$ cat src/rtl/mdio_pkg.sv
package mdio_pkg;
  localparam int PRE_BITS   = 32;
  localparam int PHY_W      = 5;
  localparam int REG_W      = 5;
  localparam int DATA_W     = 16;
  localparam int FRAME_BITS = PRE_BITS + 2 + 2 + PHY_W + REG_W + 2 + DATA_W;
  localparam int TA_IDX     = FRAME_BITS - DATA_W - 2;
  localparam int DATA_IDX   = FRAME_BITS - DATA_W;
  localparam int IDX_W      = $clog2(FRAME_BITS);
  localparam int IND_W      = 4;

  typedef enum logic [1:0] {
    SEL_CFG   = 2'd0,
    SEL_CMD   = 2'd1,
    SEL_ADDR  = 2'd2,
    SEL_WDATA = 2'd3
  } reg_sel_e;

  // Assemble the serial frame, first bit in the MSB.
  function automatic logic [FRAME_BITS-1:0] build_frame(
      input logic              is_read,
      input logic [PHY_W-1:0]  phy,
      input logic [REG_W-1:0]  rga,
      input logic [DATA_W-1:0] dat);
    logic [1:0] op;
    logic [1:0] ta;
    logic [DATA_W-1:0] body;
    op   = is_read ? 2'b10 : 2'b01;
    ta   = is_read ? 2'b00 : 2'b10;
    body = is_read ? '0 : dat;
    return {{PRE_BITS{1'b1}}, 2'b01, op, phy, rga, ta, body};
  endfunction
endpackage

$ cat src/rtl/mdio_clkgen.sv
module mdio_clkgen #(
  parameter int DIV_W = 8
) (
  input  logic             clk,
  input  logic             rst,
  input  logic             en,
  input  logic [DIV_W-1:0] half_i,
  output logic             mdc,
  output logic             rise_stb,
  output logic             fall_stb
);
  logic [DIV_W-1:0] cnt;
  logic             at_half;

  assign at_half  = en && (cnt == half_i);
  assign rise_stb = at_half && !mdc;
  assign fall_stb = at_half && mdc;

  always_ff @(posedge clk) begin
    if (rst || !en) begin
      cnt <= '0;
      mdc <= 1'b0;
    end else if (at_half) begin
      cnt <= '0;
      mdc <= ~mdc;
    end else begin
      cnt <= cnt + 1'b1;
    end
  end

  // a level change of MDC while running happens only at the half-period count
  assert_toggle_at_half_R5: assert property (@(posedge clk) disable iff (rst)
    (en && $past(en) && (mdc != $past(mdc))) |-> ($past(cnt) == $past(half_i)));
endmodule

$ cat src/rtl/mdio_engine.sv
module mdio_engine
  import mdio_pkg::*;
(
  input  logic              clk,
  input  logic              rst,
  input  logic              abort,
  input  logic              start,
  input  logic              start_rd,
  input  logic [PHY_W-1:0]  phy_i,
  input  logic [REG_W-1:0]  reg_i,
  input  logic [DATA_W-1:0] wdata_i,
  input  logic              rise_stb,
  input  logic              fall_stb,
  input  logic              mdio_i,
  output logic              run,
  output logic              nvalid,
  output logic              mdo,
  output logic              oe,
  output logic [DATA_W-1:0] rdata
);
  localparam logic [IDX_W-1:0] LAST_IDX = IDX_W'(FRAME_BITS - 1);
  localparam logic [IDX_W-1:0] TA_POS   = IDX_W'(TA_IDX);
  localparam logic [IDX_W-1:0] DAT_POS  = IDX_W'(DATA_IDX);

  logic                  rd_op;
  logic [FRAME_BITS-1:0] sr;
  logic [IDX_W-1:0]      idx;
  logic [IDX_W-1:0]      idx_nx;
  logic [DATA_W-1:0]     cap;
  logic                  last_fall;

  assign mdo       = sr[FRAME_BITS-1];
  assign idx_nx    = idx + 1'b1;
  assign last_fall = run && fall_stb && (idx == LAST_IDX);

  always_ff @(posedge clk) begin
    if (rst || abort) begin
      run    <= 1'b0;
      rd_op  <= 1'b0;
      nvalid <= 1'b0;
      oe     <= 1'b0;
      idx    <= '0;
      sr     <= '0;
    end else if (!run) begin
      if (start) begin
        run    <= 1'b1;
        rd_op  <= start_rd;
        nvalid <= start_rd;
        oe     <= 1'b1;
        idx    <= '0;
        sr     <= build_frame(start_rd, phy_i, reg_i, wdata_i);
      end
    end else if (fall_stb) begin
      if (idx == LAST_IDX) begin
        run    <= 1'b0;
        oe     <= 1'b0;
        nvalid <= 1'b0;
      end else begin
        idx <= idx_nx;
        sr  <= {sr[FRAME_BITS-2:0], 1'b0};
        oe  <= !(rd_op && (idx_nx >= TA_POS));
      end
    end
  end

  always_ff @(posedge clk) begin
    if (rst) begin
      cap   <= '0;
      rdata <= '0;
    end else begin
      if (run && rise_stb && rd_op && (idx >= DAT_POS))
        cap <= {cap[DATA_W-2:0], mdio_i};
      if (last_fall && rd_op)
        rdata <= cap;
    end
  end

  // the launched bit holds except on a falling MDC edge
  assert_mdo_hold_R11: assert property (@(posedge clk) disable iff (rst)
    (run && $past(run) && !$past(fall_stb)) |-> $stable(mdo));
  // the kind of a running frame never changes mid-frame
  assert_kind_locked_R8: assert property (@(posedge clk) disable iff (rst)
    (run && $past(run)) |-> $stable(rd_op));
  // the master never drives during the read data phase
  assert_release_data_R4: assert property (@(posedge clk) disable iff (rst)
    (run && rd_op && rise_stb && (idx >= DAT_POS)) |-> !oe);
endmodule

$ cat src/rtl/mdio_master.sv
module mdio_master
  import mdio_pkg::*;
#(
  parameter int DIV_W    = 8,
  parameter int DEF_HALF = 19
) (
  input  logic              clk,
  input  logic              rst,
  input  logic              reg_we,
  input  logic [1:0]        reg_sel,
  input  logic [15:0]       reg_wdata,
  output logic [IND_W-1:0]  indicator,
  output logic [DATA_W-1:0] read_data,
  output logic              mdc,
  output logic              mdio_o,
  output logic              mdio_oe,
  input  logic              mdio_i
);
  localparam int MGMT_RST_BIT = 15;
  localparam int PHY_LSB      = 8;

  logic             cfg_rst;
  logic [DIV_W-1:0] cfg_half;
  logic [PHY_W-1:0] phy_q;
  logic [REG_W-1:0] reg_q;
  logic             busy;
  logic             nvalid;
  logic             rise_stb;
  logic             fall_stb;
  logic             start_wr;
  logic             start_rd;
  logic             start_any;

  assign start_wr  = reg_we && (reg_sel == SEL_WDATA);
  assign start_rd  = reg_we && (reg_sel == SEL_CMD) && reg_wdata[0];
  assign start_any = (start_wr || start_rd) && !cfg_rst;

  always_ff @(posedge clk) begin
    if (rst) begin
      cfg_rst  <= 1'b0;
      cfg_half <= DIV_W'(DEF_HALF);
      phy_q    <= '0;
      reg_q    <= '0;
    end else if (reg_we) begin
      if (reg_sel == SEL_CFG) begin
        cfg_rst  <= reg_wdata[MGMT_RST_BIT];
        cfg_half <= reg_wdata[DIV_W-1:0];
      end
      if (reg_sel == SEL_ADDR) begin
        reg_q <= reg_wdata[REG_W-1:0];
        phy_q <= reg_wdata[PHY_LSB +: PHY_W];
      end
    end
  end

  mdio_clkgen #(.DIV_W(DIV_W)) u_clk (
    .clk      (clk),
    .rst      (rst),
    .en       (busy && !cfg_rst),
    .half_i   (cfg_half),
    .mdc      (mdc),
    .rise_stb (rise_stb),
    .fall_stb (fall_stb)
  );

  mdio_engine u_eng (
    .clk      (clk),
    .rst      (rst),
    .abort    (cfg_rst),
    .start    (start_any),
    .start_rd (start_rd),
    .phy_i    (phy_q),
    .reg_i    (reg_q),
    .wdata_i  (reg_wdata[DATA_W-1:0]),
    .rise_stb (rise_stb),
    .fall_stb (fall_stb),
    .mdio_i   (mdio_i),
    .run      (busy),
    .nvalid   (nvalid),
    .mdo      (mdio_o),
    .oe       (mdio_oe),
    .rdata    (read_data)
  );

  assign indicator = {1'b0, nvalid, 1'b0, busy};

  // MDC rests low whenever the engine is idle
  assert_idle_mdc_low_R1: assert property (@(posedge clk) disable iff (rst)
    !busy |-> !mdc);
  // not-valid only while a frame is in flight
  assert_nvalid_in_busy_R7: assert property (@(posedge clk) disable iff (rst)
    nvalid |-> busy);
  // an accepted command shows busy on the next edge
  assert_busy_prompt_R6: assert property (@(posedge clk) disable iff (rst)
    (start_any && !busy) |=> busy);
  // management reset keeps the engine idle
  assert_mgmt_idle_R10: assert property (@(posedge clk) disable iff (rst)
    $past(cfg_rst) |-> (!busy && !nvalid));
endmodule

$ cat config.mk
export PLATFORM = sky130hd
export DESIGN_NAME = mdio_master
export DESIGN_NICKNAME = d
export VERILOG_FILES = /design/src/rtl/mdio_pkg.sv /design/src/rtl/mdio_clkgen.sv /design/src/rtl/mdio_engine.sv /design/src/rtl/mdio_master.sv
export SDC_FILE = /design/constraint.sdc
export NUM_CORES = 1
export LEC_CHECK = 0
export ABC_AREA = 1
export BUFFER_PORTS_ARGS = -buffer_cell sky130_fd_sc_hd__buf_2
export CORE_MARGIN = 2
export CORE_UTILIZATION = 30
export CTS_CLUSTER_DIAMETER = 40
export CTS_CLUSTER_SIZE = 20
export DETAILED_ROUTE_END_ITERATION = 8
export GPL_ROUTABILITY_DRIVEN = 0
export PLACE_DENSITY = 0.47
export SKIP_LAST_GASP = 1
export SYNTH_ARGS = -nofsm -noshare
export SYNTH_HDL_FRONTEND = slang
export SYNTH_SLANG_ARGS = --single-unit
$ cat constraint.sdc
create_clock -name clk -period 2 [get_ports clk]
set_input_delay 0 -clock clk [delete_from_list [all_inputs] [get_ports clk]]
set_output_delay 0 -clock clk [all_outputs]
set_load 0.02 [all_outputs]
=== After elaboration in Yosys (flattened, before gate mapping) ===
Index checks and enable logic that the tools add are counted.

* $add $sub $neg: 2
* Order comparisons: 2
* Equal/unequal tests: 8
* Muxes and demuxes: 23
* Bitwise operators: 2
* Reductions and logical operators: 31

{| class="wikitable"
|+ Operator list
! operator !! count
|-
| $mux 64 || 4
|-
| $mux 6 || 4
|-
| $mux 16 || 1
|-
| $logic_and 1x1->1 || 15
|-
| $ge 6x6->1 const B || 2
|-
| $mux 1 || 12
|-
| $add 8x1->8 const B || 1
|-
| $eq 8x8->1 || 1
|-
| $reduce_and 2->1 || 4
|-
| $add 6x1->6 const B || 1
|-
| $eq 6x6->1 const B || 1
|-
| $reduce_and 3->1 || 2
|-
| $eq 2x2->1 const B || 2
|-
| $logic_not 1->1 || 4
|-
| $mux 2 || 2
|-
| $ne 2x2->1 const B || 2
|-
| $logic_or 1x1->1 || 3
|-
| $eq 2x1->1 const B || 1
|-
| $logic_not 2->1 || 1
|-
| $ne 2x1->1 const B || 1
|-
| $not 1->1 || 2
|-
| $reduce_bool 2->1 || 1
|-
| $reduce_or 2->1 || 1
|}

* Register bits after elaboration: 134
* Output and inout port bits: 23
* Word-level logic and storage cells: 82

=== Longest topological paths before layout ===
Gate-level depths: netlist of run 1.

* Depth in word-level cells: 7
* Gate-level depth with buffers: 13
* Gate-level depth less buffers: 12

=== Modules after synthesis ===
From an unflattened synthesis of run 1, not the netlist that was laid out.

* Cells, all modules: 731
* Area total of the unflattened synthesis: 5454.0 um^2

{| class="wikitable"
|+ Modules (own cells, without submodules)
! module !! instances !! cells each !! area an instance (um^2) !! sequential area each (um^2)
|-
| mdio_engine || 1 || 520 || 4051.4 || 2122.0
|-
| mdio_master || 1 || 130 || 882.1 || 380.4
|-
| mdio_clkgen || 1 || 81 || 520.5 || 180.2
|}

=== Worst setup path after synthesis of run 1 ===
No wires, ideal clock.

* Path kind: register -> register
* Start point: reg u_eng.idx[0]
* End point: reg u_eng.sr[10]
* Library setup time: 0.113 ns
* Arrival: 1.597 ns
* Setup slack: 0.289 ns
* Stages on the path, launching flop included: 11
* Period minus slack after synthesis: 1.711 ns
* Path through: dfxtp_1 > ha_1 > nand3_1 > nor2_1 > inv_1 > nor2_1 > inv_2 > clkbuf_1 > buf_2 > a21oi_2 > nor2_1

* Longest elaborated chain between the ends: 3

{| class="wikitable"
|+ Ends and longest elaborated chain
! element !! line !! text
|-
| from (decl) || mdio_engine.sv:27 || <nowiki>logic [IDX_W-1:0] idx;</nowiki>
|-
| from (signal assigned) || mdio_engine.sv:59 || <nowiki>idx <= idx_nx;</nowiki>
|-
| $eq 6x6->1 || mdio_engine.sv:54 || <nowiki>if (idx == LAST_IDX) begin</nowiki>
|-
| $ne 2x2->1 (no source line) || -- ||
|-
| $reduce_and 3->1 (no source line) || -- ||
|-
| to (signal assigned) || mdio_engine.sv:51 || <nowiki>sr <= build_frame(start_rd, phy_i, reg_i, wdata_i);</nowiki>
|-
| to (signal assigned) || mdio_engine.sv:60 || <nowiki>sr <= {sr[FRAME_BITS-2:0], 1'b0};</nowiki>
|-
| to (decl) || mdio_engine.sv:26 || <nowiki>logic [FRAME_BITS-1:0] sr;</nowiki>
|}

No other way between the ends.
A chain may end at the register's enable or synchronous reset.

=== Worst setup path after layout of run 1 ===
* Start point: reg u_clk.cnt[5]
* End point: reg u_eng.sr[7]

* Longest elaborated chain between the ends: 5

{| class="wikitable"
|+ Ends and longest elaborated chain
! element !! line !! text
|-
| from (decl) || mdio_clkgen.sv:12 || <nowiki>logic [DIV_W-1:0] cnt;</nowiki>
|-
| from (signal assigned) || mdio_clkgen.sv:27 || <nowiki>cnt <= cnt + 1'b1;</nowiki>
|-
| $eq 8x8->1 || mdio_clkgen.sv:15 || <nowiki>assign at_half = en && (cnt == half_i);</nowiki>
|-
| $logic_and 1x1->1 || mdio_clkgen.sv:15 ||
|-
| $logic_and 1x1->1 || mdio_clkgen.sv:17 || <nowiki>assign fall_stb = at_half && mdc;</nowiki>
|-
| $ne 2x1->1 (no source line) || -- ||
|-
| $reduce_and 3->1 (no source line) || -- ||
|}

No other way between the ends.

==> parameters.txt, run 1 <==
Parameter                              Value

Detailed routing
  DR top layer    met4
  Vias per cell    4.37
  DRC violation count after routing    0
  Final ANT Viol Nets    0
  Vias    5508
  1st-iter DRT viols    261
  Per-cell routed wire length    11.2 um
  Met3 wire length    about 440 um
  Initial DRT Pass Iterations    4
  Total routed wire length on the met1 layer    7390 um
  Met2 WL    6060 um
  Detailed Route WL    14100 um

Synth
  Leading area contributor after synthesis    dfxtp_1
  Prevailing post-synth register cell    dfxtp_1
  Number of distinct standard cells referenced by the synthesized netlist    32
  Register area share after synthesis    a little over two fifths
  Number of cells produced by synthesis    942
  Synthesized area    about 0.0063 mm^2
  Top cells by count, synth    nand2_1 (231), nor2_1 (197), dfxtp_1 (134)
  Synth top area share    42.7%
  Total of warnings raised by yosys    0
  Post-synthesis sequential element count    134
  Post-synthesis async set-or-reset flop share    0%
  Most frequently used cell type in the post-synthesis netlist    nand2_1
  Number of synthesized flops with an enable pin    0
  Ranking of synthesized cells by area    dfxtp_1 (43%), nand2_1 (14%), nor2_1 (12%)
  Post-Synthesis Mean Instance Area    between 6 and 7 um^2

Pwr
  Int Power    around 5.2 mW
  Areal power density over the cells    904 mW/mm^2
  Clock group share of total power    49.6%
  IR drop worst, VDD    0.000538 V
  Combinational share of power    between 8 and 9%
  Flop pwr share    a little over two fifths
  P_leak    3.55 nW
  Net switching power figure    1.63 mW
  Switching part of the total power    23.8%

Clock tree
  Post-CTS setup buffer count    0
  Number of H-tree branching levels    4
  Clock Latency Late Sink    420 ps
  Number of buffers on the longest clock path    2
  Buffer cell driving the clock tree root    clkbuf_16
  Clock transition at the register clock pins on the worst setup and hold paths after CTS    roughly 60 ps
  Clk sinks    134
  Clock tree from TritonCTS    built
  TritonCTS buffer count    17

Placement
  Detail Placement HPWL    8580 um
  Number of buffer cells added on primary ports    42
  Total cell area at the placement stage    0.00676 mm^2

Final layout
  Final layout net count    1003
  Proportion of layout cells with a drive suffix above 1    12.0%
  Antenna Diode Count    0
  P&R area growth vs syn    20.6%
  Footprint of the flip-flops and latches    0.00268 mm^2
  Final instance area    0.00758 mm^2
  Filler instances    2195
  Area occupied by multi-input gates    0.00299 mm^2

Timing
  Fraction of the cycle the final worst path needs    around nine tenths
  Largest clock skew in the final design    8.56 ps
  Final max-slew violation count    0
  Time the worst path needs with I/O delays and setup    1780 ps
  Total negative setup slack    0 ps
  RSZ-0062 raised after global routing    false
  Worst-Margin Slew    632 ps
  Slew margin rel.    57.8%
  Setup violation total in the final timing report    0
  Highest clock frequency the design can meet    0.561 GHz
  Hold Fails Final Rpt    0

Job
  Total of max-cap violations    0

Floorplanning
  Full die area    0.0221 mm^2
  Num ports    between 40 and 50
  X dimension of the die    149 um
  Row count    52
  Core footprint    between 0.02 and 0.025 mm^2
  Effective utilization at floorplan    30.8%
  Die Y-Extent    149 um

Global routing
  Antenna violations before repair    0
  First-pass GRT wire length    24200 um
  GRT Residual Overflow    0
  Via count of the first global-routing pass    5045
  Maximum number of pins on one net before global-route repair    72
  Overall Global Routing Usage    13.5%

Run status
  Run status    finished clean

Critical path
  Nature of the critical path startpoint    register
  Crit path capture type    register
  Critical path class    reg2reg
  Data arrival, critical path    between 2000 and 2500 ps
  Data required time at the worst endpoint    roughly 2300 ps
  Peak fanout along the critical path    13

Hold path
  Hold/Removal Path Class    in2reg
sequential cells by signal (all words and copies together) (netlist names):
| name | flops |
|---|---|
| u_eng.sr | 64 |
| u_eng.rd_op | 1 |
| reg_q | 5 |
| u_clk.cnt | 8 |
| u_eng.idx | 6 |
| u_eng.oe | 1 |
| u_eng.run | 1 |
| u_eng.cap | 16 |
| cfg_half | 8 |
| u_clk.mdc | 1 |
| phy_q | 5 |
| u_eng.rdata | 16 |
| u_eng.nvalid | 1 |
| cfg_rst | 1 |
cell type report:
type,instances,share of cell area [%]
clock buffers,17,5.61
clock inverters,14,2.76
inverters,87,4.34
multi-input cells,661,39.4
flip-flops and latches,134,35.4
well taps,270,4.46
repair buffers,77,8.02
layer usage:
layer / up-vias / global-route usage (%)
li1: 3010 / -
met1: 2415 / 18.1
met2: 65 / 21.1
met3: 18 / 3.21
met4: 0 / 5.24
met5: - / 0
power by group through the flow:
stage / logic, mW / clock network (mW) / registers (mW)
4_1_cts: 0.601 / 3.49 / 2.85
3_5_place_dp: 0.575 / 0 / 2.91
3_3_place_gp: 0.574 / 0 / 2.91
5_1_grt: 0.696 / 3.60 / 2.87
2_1_floorplan: 0.448 / 0 / 2.90
6_report: 0.596 / 3.40 / 2.85
critical path, cell delays in order (launching register included):
cell and delay [ps]:
dfxtp_1 430, inv_2 40, nand2_1 70, nand2_1 50, nor2_1 80, nand2_1 90
nor2_4 120, nand3_2 160, nand2_8 170, buf_4 240, nand3b_1 100, nand2_1 60
nor2_1 40
final timing paths:
| path | cells past startpoint | to | slack (ps) | start |
|---|---|---|---|---|
| min reg2reg | 2 | reg_q[1] | 440 | reg_q[1] |
| max reg2reg | 12 | u_eng.sr[7] | 220 | u_clk.cnt[5] |
| min | 6 | u_eng.sr[14] | 10 | reg_wdata[14] |
| max | 12 | u_eng.sr[7] | 220 | u_clk.cnt[5] |
logic make-up (layout without fill, tap and decap cells):
family	count (synthesis)	after routing	synth area share (%)
xor+xnor	11	11	1.53
compound gates	122	122	10.4
simple gates	523	523	34.4
flops	134	134	42.7
fa+ha+maj	3	3	0.597
other cells	1	2	0.0596
buf+inv	148	195	10.3
placed cells by master, fill, tap and decap left out, types with 2 or more instances in the layout:
cell type,count
dfxtp_1,133
dlygate4sd3_1,16
nor3_1,5
a21oi_1,74
nor2_1,195
conb_1,2
xnor2_1,5
o211ai_1,3
buf_12,7
nand4_1,4
nor3b_1,2
clkinv_2,4
buf_2,42
buf_4,10
ha_1,2
clkinvlp_4,4
or2_2,2
clkbuf_16,17
nand2_1,230
nand3_1,60
inv_1,81
inv_2,5
nand3b_1,15
buf_6,2
nor2_4,3
xor2_1,6
bufinv_16,5
a21oi_2,10
o21ai_0,34
timing repair:
item,CTS,global route
hold buffers,16,0
endpoints found under the hold margin,25,0
gates resized for setup,0,8
setup endpoints to repair,0,81
per-stage QoR:
stage,hold WS [ps],utilization (%),power [mW],instances,setup WS (ps)
after floorplan,126,-,3.35,943,289
after global placement,254,33.1,3.49,1213,111
after detailed placement,242,33.1,3.49,1213,121
after CTS,4.40,37.0,6.95,1260,116
after global routing,66.8,37.1,7.17,1260,26.6
final,14.1,37.1,6.85,1260,217
Power figures use the tool's default switching activity.
==> run 2: changes to the inputs <==
CORE_UTILIZATION = 50   (was 30)
PLACE_DENSITY = 0.7   (was 0.47)
==> parameters.txt, run 2 (synthesis gave the netlist of run 1 again) <==
Parameter                              Value

Run status
  Run status    finished clean (unchanged)

Clock tree
  Clock tree from TritonCTS    built (unchanged)
  Number of H-tree branching levels    4 (unchanged)
  Number of buffers on the longest clock path    2 (unchanged)
  Clk sinks    134 (unchanged)
  Clock transition at the register clock pins on the worst setup and hold paths after CTS    50 ps (was 60 ps)
  TritonCTS buffer count    17 (unchanged)
  Clock Latency Late Sink    420 ps (about the same)
  Buffer cell driving the clock tree root    clkbuf_16 (unchanged)

Timing
  Fraction of the cycle the final worst path needs    90.7% (was 89.1%)
  Hold WS    15.1 ps (was 14.1 ps)
  Time the worst path needs with I/O delays and setup    1810 ps (was 1780 ps)
  Final worst-path setup slack    186 ps (was 217 ps)
  Hold Fails Final Rpt    0 (unchanged)
  Final max-slew violation count    0 (unchanged)
  Highest clock frequency the design can meet    0.551 GHz (was 0.561 GHz)
  Total negative setup slack    0 ps (unchanged)
  Slew margin rel.    55.1% (was 57.8%)
  Largest clock skew in the final design    7.53 ps (was 8.56 ps)
  RSZ-0062 raised after global routing    false (unchanged)
  Worst-Margin Slew    671 ps (was 632 ps)
  Setup violation total in the final timing report    0 (unchanged)

Final layout
  Antenna Diode Count    0 (unchanged)
  Proportion of layout cells with a drive suffix above 1    10.8% (was 12.0%)
  Non-filler instance count after layout    1151 (was 1260)
  Final layout net count    1003 (unchanged)
  Most frequent cells in the layout    nand2_1 (230), nor2_1 (194), dfxtp_1 (134) (was nand2_1 (230), nor2_1 (195), dfxtp_1 (133))
  Final instance area    0.00728 mm^2 (was 0.00758 mm^2)
  P&R area growth vs syn    15.8% (was 20.6%)
  Commonest non-fill, non-tap cell in the layout    nand2_1 (unchanged)
  Max FFs per register    64 (unchanged)
  Register bank with the most flops    u_eng.sr (unchanged)
  Leading registers by flop count    u_eng.sr x64, u_eng.cap x16, u_eng.rdata x16 (unchanged)
  Final design utilization    59.8% (was 37.1%)

Pwr
  IR drop worst, VDD    0.000535 V (was 0.000538 V)
  Areal power density over the cells    837 mW/mm^2 (was 904 mW/mm^2)
  Int Power    4.65 mW (was 5.22 mW)
  Net switching power figure    1.44 mW (was 1.63 mW)
  Flop pwr share    46.9% (was 41.7%)
  Combinational share of power    9.8% (was 8.7%)
  Clock group share of total power    43.4% (was 49.6%)
  Overall power after layout    6.10 mW (was 6.85 mW)
  P_leak    3.48 nW (was 3.55 nW)
  Switching part of the total power    23.7% (was 23.8%)

Critical path
  Crit path capture type    register (unchanged)
  Slowest library cell on the worst path    dfxtp_1 (unchanged)
  Most repeated library cell on the critical path    nor2_1 (was nand2_1)
  Data arrival, critical path    2120 ps (was 2100 ps)
  Data required time at the worst endpoint    2310 ps (was 2320 ps)
  Series of cell instances along the critical path    ha_1 -> nand3_1 -> nor2_1 -> inv_1 -> nor2_2 -> clkinv_2 -> buf_8 -> a21oi_1 -> nor2_1 (was inv_2 -> nand2_1 -> nand2_1 -> nor2_1 -> nand2_1 -> nor2_4 -> nand3_2 -> nand2_8 -> buf_4 -> nand3b_1 -> nand2_1 -> nor2_1)
  Critical path class    reg2reg (unchanged)
  Peak fanout along the critical path    43 (was 13)
  Crit path largest cell delay    380 ps (was 430 ps)
  Nature of the critical path startpoint    register (unchanged)

Detailed routing
  Final ANT Viol Nets    0 (unchanged)
  Per-cell routed wire length    11.1 um (was 11.2 um)
  Vias    5525 (was 5508)
  Detailed Route WL    12700 um (was 14100 um)
  Initial DRT Pass Iterations    4 (unchanged)
  Vias per cell    4.80 (was 4.37)
  DRC violation count after routing    0 (unchanged)
  1st-iter DRT viols    385 (was 261)

Placement
  Total cell area at the placement stage    0.00658 mm^2 (was 0.00676 mm^2)
  Detail Placement HPWL    7380 um (was 8580 um)
  Post-Place Setup Slack    93.9 ps (was 121 ps)
  Number of buffer cells added on primary ports    42 (unchanged)
  Cells after DPL    1108 (was 1213)

Floorplanning
  Effective utilization at floorplan    51.7% (was 30.8%)
  Num ports    45 (unchanged)
  Full die area    0.0135 mm^2 (was 0.0221 mm^2)
  Die Y-Extent    116 um (was 149 um)
  Row count    40 (was 52)
  X dimension of the die    116 um (was 149 um)
  Core footprint    0.0122 mm^2 (was 0.0204 mm^2)

Job
  Total of max-cap violations    0 (unchanged)

Global routing
  Maximum number of pins on one net before global-route repair    72 (unchanged)
  GRT Residual Overflow    0 (unchanged)
  First-pass GRT wire length    22400 um (was 24200 um)
  Antenna violations before repair    0 (unchanged)
  Via count of the first global-routing pass    4920 (was 5045)
  Overall Global Routing Usage    20.7% (was 13.5%)

Hold path
  Hold/Removal Path Class    in2reg (unchanged)
run 2: cell types whose count changed in the layout (fill, tap and decap cells not counted), moves of 2 or more:
cell,delta
clkbuf_1,+4
buf_12,-2
clkinvlp_4,-4
nor2_2,+2
clkinv_2,-3
bufinv_16,-5
clkbuf_8,+3
run 2: metal layers:
layer	wire length, um	up-vias	part of all wire [%]	track usage (%)
met5	0	-	0	0
met4	232	0	1.8	8.73
met3	457	18	3.6	4.88
met2	5610	78	44	33.3
met1	6450	2433	51	26.7
li1	-	2996	-	-
run 2: critical path: cells and delay by family, from the launching register on:
kind | cells | cell delay, ps
flip-flops | 1 | 380
adder cells (fa/ha/maj) | 1 | 210
buffers and inverters | 3 | 440
AO/OA/AOI/OAI | 1 | 210
AND/OR/NAND/NOR | 4 | 450
run 2: repair_timing:
item,CTS,global route
hold buffers,17,0
endpoints found under the hold margin,25,0
gates resized for setup,0,8
setup buffers,0,2
setup endpoints to repair,0,73
run 2: power groups by stage:
stage,Combinational [mW],Sequential [mW],Clock (mW)
3_3_place_gp,0.555,2.91,0
5_1_grt,0.690,2.87,2.83
6_report,0.595,2.86,2.64
3_5_place_dp,0.560,2.91,0
2_1_floorplan,0.448,2.90,0
4_1_cts,0.590,2.86,2.71
run 2: path summary, 6_finish.rpt:
path / start / end / slack, ps / depth (start not counted)
setup reg to reg: u_eng.idx[0] / u_eng.sr[17] / 190 / 9
setup / recovery: u_eng.idx[0] / u_eng.sr[17] / 190 / 9
hold / removal: reg_sel[1] / u_eng.run / 20 / 5
hold reg to reg: reg_q[1] / reg_q[1] / 440 / 2
run 2: cell type report:
class	count	area [um^2]
Tap cell	168	210
Timing Repair Buffer	77	593
Inverter	87	328
Fill cell	1164	4880
Sequential cell	134	2680
Multi-Input combinational cell	661	2980
Clock buffer	24	482
